File: src/rtl/xbus_pkg.sv
package xbus_pkg;
    typedef enum logic [2:0] {
        CYC_HALT,
        CYC_IDLE,
        CYC_FETCH,
        CYC_READ,
        CYC_WRITE
    } cyc_e;

    localparam int PH_W = 4;
    localparam logic [PH_W-1:0] P_LAST      = 4'd11;
    localparam logic [PH_W-1:0] P_SLOT      = 4'd6;
    localparam logic [PH_W-1:0] P_ALE_LEN   = 4'd2;
    localparam logic [PH_W-1:0] P_ADDR_END  = 4'd2;
    localparam logic [PH_W-1:0] P_PSEN_BEG  = 4'd3;
    localparam logic [PH_W-1:0] P_SLOT_LAST = 4'd5;
    localparam logic [PH_W-1:0] P_STB_BEG   = 4'd5;
    localparam logic [PH_W-1:0] P_STB_END   = 4'd10;

    localparam logic [1:0] KIND_FETCH = 2'd0;
    localparam logic [1:0] KIND_READ  = 2'd1;
    localparam logic [1:0] KIND_WRITE = 2'd2;
endpackage

File: src/rtl/xbus_phase_ctr.sv
module xbus_phase_ctr
    import xbus_pkg::*;
(
    input  logic            clk,
    input  logic            rst_n,
    output logic [PH_W-1:0] phase,
    output logic            last
);
    always_ff @(posedge clk or negedge rst_n) begin
        if (!rst_n)
            phase <= P_LAST;
        else if (phase == P_LAST)
            phase <= '0;
        else
            phase <= phase + 1'b1;
    end

    assign last = (phase == P_LAST);
endmodule

File: src/rtl/xbus_strobe_gen.sv
module xbus_strobe_gen
    import xbus_pkg::*;
#(
    parameter int ADDR_W = 16,
    parameter int DATA_W = 8,
    localparam int HI_W = ADDR_W - DATA_W
) (
    input  cyc_e              state,
    input  logic [PH_W-1:0]   phase,
    input  logic [ADDR_W-1:0] fetch_addr,
    input  logic [ADDR_W-1:0] data_addr,
    input  logic [DATA_W-1:0] wdata,
    input  logic              wide,
    input  logic [HI_W-1:0]   port_hi,
    output logic              ale,
    output logic              psen_n,
    output logic              rd_n,
    output logic              wr_n,
    output logic              ad_oe,
    output logic [DATA_W-1:0] ad_out,
    output logic [HI_W-1:0]   a_hi,
    output logic              cap_en
);
    logic              slot1;
    logic [PH_W-1:0]   sub;
    logic [ADDR_W-1:0] slot_addr;
    logic [HI_W-1:0]   data_hi;

    always_comb begin
        slot1     = (phase >= P_SLOT);
        sub       = slot1 ? (phase - P_SLOT) : phase;
        slot_addr = slot1 ? (fetch_addr + ADDR_W'(1)) : fetch_addr;
        data_hi   = wide ? data_addr[ADDR_W-1:DATA_W] : port_hi;
    end

    always_comb begin
        ale    = 1'b0;
        psen_n = 1'b1;
        rd_n   = 1'b1;
        wr_n   = 1'b1;
        ad_oe  = 1'b0;
        ad_out = '0;
        a_hi   = '0;
        cap_en = 1'b0;
        unique case (state)
            CYC_HALT: ;
            CYC_IDLE, CYC_FETCH: begin
                ale    = (sub < P_ALE_LEN);
                psen_n = !(sub >= P_PSEN_BEG);
                ad_oe  = (sub <= P_ADDR_END);
                ad_out = slot_addr[DATA_W-1:0];
                a_hi   = slot_addr[ADDR_W-1:DATA_W];
                cap_en = (state == CYC_FETCH) && (sub == P_SLOT_LAST);
            end
            CYC_READ: begin
                ale    = (phase < P_ALE_LEN);
                rd_n   = !(phase >= P_STB_BEG && phase <= P_STB_END);
                ad_oe  = (phase <= P_ADDR_END);
                ad_out = data_addr[DATA_W-1:0];
                a_hi   = data_hi;
                cap_en = (phase == P_STB_END);
            end
            CYC_WRITE: begin
                ale    = (phase < P_ALE_LEN);
                wr_n   = !(phase >= P_STB_BEG && phase <= P_STB_END);
                ad_oe  = 1'b1;
                ad_out = (phase <= P_ADDR_END) ? data_addr[DATA_W-1:0] : wdata;
                a_hi   = data_hi;
            end
            default: ;
        endcase
    end
endmodule

File: src/rtl/xbus_capture.sv
module xbus_capture #(
    parameter int DATA_W = 8
) (
    input  logic              clk,
    input  logic              rst_n,
    input  logic              cap_en,
    input  logic [DATA_W-1:0] ad_in,
    output logic              rsp_valid,
    output logic [DATA_W-1:0] rsp_data
);
    always_ff @(posedge clk or negedge rst_n) begin
        if (!rst_n) begin
            rsp_valid <= 1'b0;
            rsp_data  <= '0;
        end else begin
            rsp_valid <= cap_en;
            if (cap_en)
                rsp_data <= ad_in;
        end
    end
endmodule

File: src/rtl/xbus_seq.sv
module xbus_seq
    import xbus_pkg::*;
#(
    parameter int ADDR_W = 16,
    parameter int DATA_W = 8,
    localparam int HI_W = ADDR_W - DATA_W
) (
    input  logic              clk,
    input  logic              rst_n,
    input  logic              req_valid,
    input  logic [1:0]        req_kind,
    input  logic              req_wide,
    input  logic [ADDR_W-1:0] req_addr,
    input  logic [DATA_W-1:0] req_wdata,
    input  logic [HI_W-1:0]   port_hi,
    output logic              cyc_end,
    output logic              busy,
    output logic              rsp_valid,
    output logic [DATA_W-1:0] rsp_data,
    output logic              ale,
    output logic              psen_n,
    output logic              rd_n,
    output logic              wr_n,
    output logic [DATA_W-1:0] ad_out,
    output logic              ad_oe,
    input  logic [DATA_W-1:0] ad_in,
    output logic [HI_W-1:0]   a_hi
);
    logic [PH_W-1:0]   phase;
    cyc_e              state_q, state_d;
    logic [ADDR_W-1:0] fetch_addr_q, data_addr_q;
    logic [DATA_W-1:0] wdata_q;
    logic              wide_q;
    logic [HI_W-1:0]   port_hi_q;
    logic              cap_en;

    xbus_phase_ctr u_phase (
        .clk   (clk),
        .rst_n (rst_n),
        .phase (phase),
        .last  (cyc_end)
    );

    always_comb begin
        state_d = state_q;
        if (cyc_end) begin
            if (!req_valid)
                state_d = CYC_IDLE;
            else begin
                unique case (req_kind)
                    KIND_FETCH: state_d = CYC_FETCH;
                    KIND_READ:  state_d = CYC_READ;
                    KIND_WRITE: state_d = CYC_WRITE;
                    default:    state_d = CYC_IDLE;
                endcase
            end
        end
    end

    always_ff @(posedge clk or negedge rst_n) begin
        if (!rst_n) begin
            state_q      <= CYC_HALT;
            fetch_addr_q <= '0;
            data_addr_q  <= '0;
            wdata_q      <= '0;
            wide_q       <= 1'b0;
            port_hi_q    <= '0;
        end else begin
            state_q <= state_d;
            if (cyc_end && req_valid) begin
                if (req_kind == KIND_FETCH)
                    fetch_addr_q <= req_addr;
                data_addr_q <= req_addr;
                wdata_q     <= req_wdata;
                wide_q      <= req_wide;
                port_hi_q   <= port_hi;
            end
        end
    end

    assign busy = (state_q == CYC_FETCH) || (state_q == CYC_READ) || (state_q == CYC_WRITE);

    xbus_strobe_gen #(.ADDR_W(ADDR_W), .DATA_W(DATA_W)) u_strobe (
        .state      (state_q),
        .phase      (phase),
        .fetch_addr (fetch_addr_q),
        .data_addr  (data_addr_q),
        .wdata      (wdata_q),
        .wide       (wide_q),
        .port_hi    (port_hi_q),
        .ale        (ale),
        .psen_n     (psen_n),
        .rd_n       (rd_n),
        .wr_n       (wr_n),
        .ad_oe      (ad_oe),
        .ad_out     (ad_out),
        .a_hi       (a_hi),
        .cap_en     (cap_en)
    );

    xbus_capture #(.DATA_W(DATA_W)) u_cap (
        .clk       (clk),
        .rst_n     (rst_n),
        .cap_en    (cap_en),
        .ad_in     (ad_in),
        .rsp_valid (rsp_valid),
        .rsp_data  (rsp_data)
    );

    AST_ACCEPT_AT_BOUNDARY: assert property (@(posedge clk) disable iff (!rst_n)
        (state_q != $past(state_q)) |-> ($past(phase) == P_LAST));
    AST_BUSY_HOLDS: assert property (@(posedge clk) disable iff (!rst_n)
        (busy && !cyc_end) |=> busy);
    AST_NO_PSEN_IN_DATA: assert property (@(posedge clk) disable iff (!rst_n)
        (state_q == CYC_READ || state_q == CYC_WRITE) |-> psen_n);
    AST_BUS_FREE_ON_RD: assert property (@(posedge clk) disable iff (!rst_n)
        !rd_n |-> !ad_oe);
    AST_WR_DATA_STEADY: assert property (@(posedge clk) disable iff (!rst_n)
        !wr_n |-> (ad_oe && $stable(ad_out)));
    AST_RSP_TIMING: assert property (@(posedge clk) disable iff (!rst_n)
        rsp_valid |-> ($past(phase) == P_SLOT_LAST || $past(phase) == P_STB_END
                       || $past(phase) == P_LAST));
endmodule

File: config.mk
export PLATFORM = sky130hd
export DESIGN_NAME = xbus_seq
export DESIGN_NICKNAME = d
export VERILOG_FILES = /design/src/rtl/xbus_pkg.sv /design/src/rtl/xbus_phase_ctr.sv /design/src/rtl/xbus_strobe_gen.sv /design/src/rtl/xbus_capture.sv /design/src/rtl/xbus_seq.sv
export SDC_FILE = /design/constraint.sdc
export NUM_CORES = 1
export LEC_CHECK = 0
export BUFFER_PORTS_ARGS = -buffer_cell sky130_fd_sc_hd__buf_4
export CORE_AREA = 4 4 85 95
export DETAILED_ROUTE_END_ITERATION = 10
export DIE_AREA = 0 0 89 99
export PLACE_DENSITY_LB_ADDON = 0.05
export SLEW_MARGIN = 20
export SYNTH_ARGS = -nofsm -noshare
export SYNTH_HDL_FRONTEND = slang
export SYNTH_SLANG_ARGS = --single-unit
File: constraint.sdc
create_clock -name clk -period 3.4 [get_ports clk]
set_input_delay 0.68 -clock clk [delete_from_list [all_inputs] [get_ports clk]]
set_output_delay 0.68 -clock clk [all_outputs]
set_load 0.01 [all_outputs]
Word level (Yosys, flattened, before mapping) --
Cells that the tools add are included.
Storage, ports and cells: bits in registers 65, input bits 46, output and inout port bits 32, word-level logic and storage cells 55
Operators by class: $add $sub $neg 3, $lt $le $gt $ge 8, equality and inequality tests 9, multiplexer cells 15, reductions and logical operators 11
Operators with widths (count):
- $pmux W8 S3 | 1
- $add A16 B1 Y16 const B | 1
- $mux W16 | 1
- $mux W8 | 2
- $pmux W8 S2 | 1
- $pmux W3 S3 | 1
- $eq A4 B4 Y1 const B | 2
- $ge A4 B3 Y1 const B | 2
- $le A4 B2 Y1 const B | 2
- $lt A4 B2 Y1 const B | 2
- $mux W4 | 2
- $eq A3 B2 Y1 const B | 2
- $add A4 B1 Y4 const B | 1
- $eq A4 B3 Y1 const B | 1
- $ge A4 B2 Y1 const B | 1
- $le A4 B4 Y1 const B | 1
- $pmux W1 S2 | 2
- $reduce_or A2 Y1 | 2
- $sub A4 B3 Y4 const B | 1
- $eq A3 B1 Y1 const B | 1
- $eq A3 B3 Y1 const B | 1
- $logic_and A1 B1 Y1 | 3
- $mux W1 | 3
- $mux W3 | 1
- other kinds (7) | 9

Depth between registers and ports, before layout --
word-level depth 5, gate-level depth with buffers 8, depth with buffers taken out 7

Cells and area by module --
A second synthesis with hierarchy kept.
Second synthesis, totals: cells, all modules 275, area, all modules 3443.3 um^2
Modules (own cells, without submodules):
- xbus_seq | instances 1, cells each 119, area each 2024.4 um^2, sequential area each 1301.2 um^2
- xbus_strobe_gen | instances 1, cells each 124, area each 884.6 um^2, sequential area each 0.0 um^2
- xbus_capture | instances 1, cells each 18, area each 356.6 um^2, sequential area each 225.2 um^2
- xbus_phase_ctr | instances 1, cells each 14, area each 177.7 um^2, sequential area each 103.8 um^2

Worst setup path before layout --
No wires, ideal clock.
path kind reg-to-output, start point register u_phase.phase[1], end point output port ad_out[5], arrival 1875 ps, data required time 2720 ps, slack 845 ps, cell stages (with the launch flop) 8, buffers on the path 1, path through dfstp_2 > ha_1 > buf_6 > nand2b_4 > a31oi_1 > nand3_1 > xor2_1 > o21ai_0
Between the ends: longest elaborated chain between the ends 3, elaborated cells between the ends (all ways) 5, those cells by class order compare: 2; mux: 3
Ends and longest elaborated chain:
- from (decl) | RTL line xbus_phase_ctr.sv:6 | output logic [PH_W-1:0] phase,
- from (signal assigned) | RTL line xbus_phase_ctr.sv:15 | phase <= phase + 1'b1;
- $le A4 B2 Y1 or $ge A4 B3 Y1 (tied branches) | RTL line xbus_strobe_gen.sv:67, xbus_strobe_gen.sv:30
- $mux W8 or $mux W16 (tied branches) | RTL line xbus_strobe_gen.sv:67, xbus_strobe_gen.sv:32
- $pmux W8 S3 (*) | RTL line xbus_strobe_gen.sv:45 | unique case (state)
- to (decl) | RTL line xbus_seq.sv:24 | output logic [DATA_W-1:0] ad_out,
Every way passes the cells marked *; elsewhere a longest branch is shown, timed or not.

Final worst setup path --
start point register u_phase.phase[1], end point output port ad_out[0]
The elaborated chain is that of the path after synthesis.

==> reports/metrics.csv <==
stage,metric,value,unit
place,post-dp-hpwl,5.53,mm
place,cell_count_after_placement,443,
final_layout,fraction_of_layout_instances_using_a_drive_strength_above_1,0.457,
final_layout,layout.cell_area.non_filler,4340,µm²
final_layout,n_antenna_cell,0,
global_route,grt.total_usage,0.189,
drt,dr.first_iter.drc_count,100,
final_layout,layout_common_cells,"buf_4 (83), dfrtp_1 (62), mux2_2 (47)",
sta,setup_total_negative_slack,0,ps
yosys,synth_adder_area_share,0.0253,
yosys,synth_compound_area_frac,0.0943,
final_layout,final_net_count,422,
power_and_ir_drop,vdd_ir_max,0.318,mV
worst_setup_path,startpoint_types,flip-flop,
yosys,postSynthRegisterBits,65,
final_layout,area_growth_from_synthesis_to_layout,25.4,%
place,gpl.final_weighted_congestion,0.897,
clock_network,ctsHoldBuffers,0,
drt,drc_errors,0,
worst_setup_path,worst-r2r-cell-count,7,
sta,period_share,0.961,
yosys,synth.yosys.seq_area_share,0.471,
power_and_ir_drop,cellInternalPower,1440,µW
place,pre_cts_ws,413,ps
clock_network,cts_buffers,9,
drt,vias_per_cell,5.56,
place,numPortBuffers,77,
clock_network,clock_latency,330,ps
final_layout,fillCellCount,583,
yosys,synth_top_family_by_area,multiplexers,
floorplan,die_h,99,µm
power_and_ir_drop,power.static_leakage,0.00199,µW
yosys,synth_xor_xnor_area_share,0.0404,
floorplan,dieArea,8810,µm²
floorplan,placement_row_count,32,
global_route,grt_antenna_before_repair,0,
worst_setup_path,setup.reg_to_reg.worst_slack,1130,ps
worst_setup_path,cp_data_arrival_time,2590,ps
yosys,post_synth_mux_area_share,0.231,
yosys,postSynth.topFlopCell,dfrtp_1,
final_layout,layoutNonFillerInstCount,459,
drt,drt-wirelength-per-cell,16.9,µm
sta,finalWorstPathRequiredPeriod,3270,ps
worst_setup_path,r2r-end,fetch_addr_q[5]$_DFFE_PN0P_,
yosys,async_flop_share,1.00,
yosys,ys_warn_count,0,
yosys,netlist_instances,287,
sta,setup_viol_count_final,0,
worst_setup_path,worst_path_fanout_max,14,
clock_network,h-tree-depth,3,
sta,final_max_slew_viol_count,0,
power_and_ir_drop,power_density,437,nW/µm²
yosys,area_share_of_and_or_nand_nor_cells_after_synthesis,0.110,
sta,hold_viol_final,0,
place,detailed_place.area,4120,µm²
clock_network,tritoncts_clock_tree,yes,
job,timing.max_cap.violations,0,
global_route,grt_first_pass_wirelength,12.9,mm
floorplan,die_outline_width,89,µm
worst_setup_path,timing.setup.critical_path_class,flip-flop to primary output,
power_and_ir_drop,share_of_total_power_consumed_by_net_switching,0.243,
power_and_ir_drop,power.combinational.fraction,0.144,
sta,max_slew_margin,0.446,
yosys,summed_instance_area_of_the_synthesized_netlist,3460,µm²
floorplan,fp.coreArea,7010,µm²
drt,drt_pre_antenna_iters,4,
floorplan,start_util,0.494,
yosys,number_of_flops_mapped_to_enable_cells_by_yosys,0,
yosys,post_synth_num_cell_types,52,
sta,skew,5.72,ps
power_and_ir_drop,seq_power_share,0.471,
power_and_ir_drop,switchingPower,462,µW
global_route,grt_start_max_net_pins,66,
status,run_status,completed,
drt,routed_wirelength,7.77,mm
clock_network,cts.sinks,65,
global_route,first_global_vias,2598,
sta,fmaxAchievable,306,MHz
yosys,syn-mean-instance-area,12.1,µm²
sta,setup_slack_after_layout,133,ps
clock_network,clk_transition_reported_paths,70,ps
clock_network,cts.root.buffer_cell,clkbuf_8,
worst_setup_path,critPathCaptureType,primary output,
floorplan,ioPinCount,78,
sta,rsz0062_at_grt,false,
min_path,min-delay-path-class,primary input to asynchronous set/reset pin,
worst_setup_path,timing.critical_path.required,2720,ps
clock_network,cts_buffer_depth,2,
global_route,remaining_overflow_grt,0,
final_layout,most_common_cell_after_layout_fill_and_taps_aside,buf_4,
sta,holdWs,432,ps
drt,postRouteAntennaNets,0,
sta,worst_pin_slew,831,ps
power_and_ir_drop,p_clk_frac,0.385,
yosys,syn-num-nets,340,
drt,route.vias.total,2550,
worst_setup_path,critical_path.reg2reg.startpoint,u_phase.phase[1]$_DFF_PN1_,
routing by layer:
layer | vias to the layer above | wire, µm | GRT usage
met5 | - | 0 | 0
met4 | 0 | 117 | 0.0641
met3 | 12 | 585 | 0.0502
met2 | 85 | 3760 | 0.300
met1 | 1244 | 3310 | 0.249
li1 | 1209 | - | -
cell families (layout without fill, tap and decap cells):
group	count (synthesis)	in the layout
flops	65	65
buf+inv	18	105
xor+xnor	16	16
mux	69	69
fa+ha+maj	7	7
simple gates	64	64
compound gates	48	48
what timing repair did:
item | 4_1_cts | 5_1_grt
endpoints found under the setup margin | 0 | 3
resized for setup | 0 | 1
buffers inserted | 0 | 0
worst max-delay path by stage:
| stage | from | to |
|---|---|---|
| 2_1_floorplan | u_phase.phase[1]$_DFF_PN1_ | ad_out[5] |
| 3_3_place_gp | u_phase.phase[1]$_DFF_PN1_ | ad_out[0] |
| 3_5_place_dp | u_phase.phase[1]$_DFF_PN1_ | ad_out[0] |
| 4_1_cts | u_phase.phase[1]$_DFF_PN1_ | ad_out[0] |
| 5_1_grt | u_phase.phase[1]$_DFF_PN1_ | ad_out[0] |
| 6_report | u_phase.phase[1]$_DFF_PN1_ | ad_out[0] |
registers in the layout, indices dropped and copies added, names as in the netlist:
signal and cells:
port_hi_q 8, fetch_addr_q 16, wide_q 1, u_cap.rsp_valid 1
state_q 3, wdata_q 8, data_addr_q 16, u_cap.rsp_data 8
u_phase.phase 4
power groups by stage:
stage / registers [µW] / clock network [µW] / logic, µW
5_1_grt: 905 / 797 / 304
3_5_place_dp: 910 / 0 / 279
3_3_place_gp: 907 / 0 / 274
2_1_floorplan: 896 / 0 / 140
6_report: 895 / 731 / 274
4_1_cts: 895 / 755 / 280
final cells by class:
type,instances,area [µm²],area share
Multi-Input combinational cell,204,1740,0.400
Sequential cell,65,1630,0.375
Timing Repair Buffer,83,623,0.143
Inverter,6,23.8,0.00547
Clock buffer,11,141,0.0326
Tap cell,85,106,0.0245
Clock inverter,5,78.8,0.0182
synthesized netlist by cell type, types with 2 or more instances:
cell       n  share of area
nand2b_4   2         0.0079
and2_1     3         0.0054
nor2_1     6         0.0065
o21ai_0   11          0.016
dfstp_2    3          0.023
clkbuf_1   2         0.0022
buf_4      2         0.0043
mux2i_1   10          0.029
xor2_1    14          0.035
o22ai_1   11          0.020
mux2_4    10          0.043
a31oi_1    2         0.0036
nor2b_1    3         0.0054
ha_1       7          0.025
buf_6      2         0.0065
and4_1     3         0.0076
o31ai_1    2         0.0043
mux2_1     2         0.0065
nor3b_1    2         0.0043
o21ai_1    2         0.0029
mux2_2    47           0.15
and3_1     2         0.0036
a22oi_1    6          0.013
dfrtp_1   62           0.45
nand4_1    3         0.0054
nand2_1   17          0.018
xnor2_1    2         0.0051
buf_2      5         0.0072
inv_1      3         0.0033
a221o_1    3         0.0087
a21oi_1    4         0.0058
nand3_1   11          0.016
nand2b_1   4         0.0072
metrics by stage:
stage / power (µW) / util
floorplan: 1040 / -
global placement: 1180 / 0.588
detailed placement: 1190 / 0.588
CTS: 1930 / 0.619
global route: 2000 / 0.620
finish: 1900 / 0.620
critical path, stage by stage (launching register included):
cell and delay, ps:
dfstp_2 700, ha_2 350, nand2b_4 100, and3_4 210, xnor2_1 140, mux2_2 270, a221o_1 350, buf_4 150
Note: power is estimated with default switching activity, not from simulation.
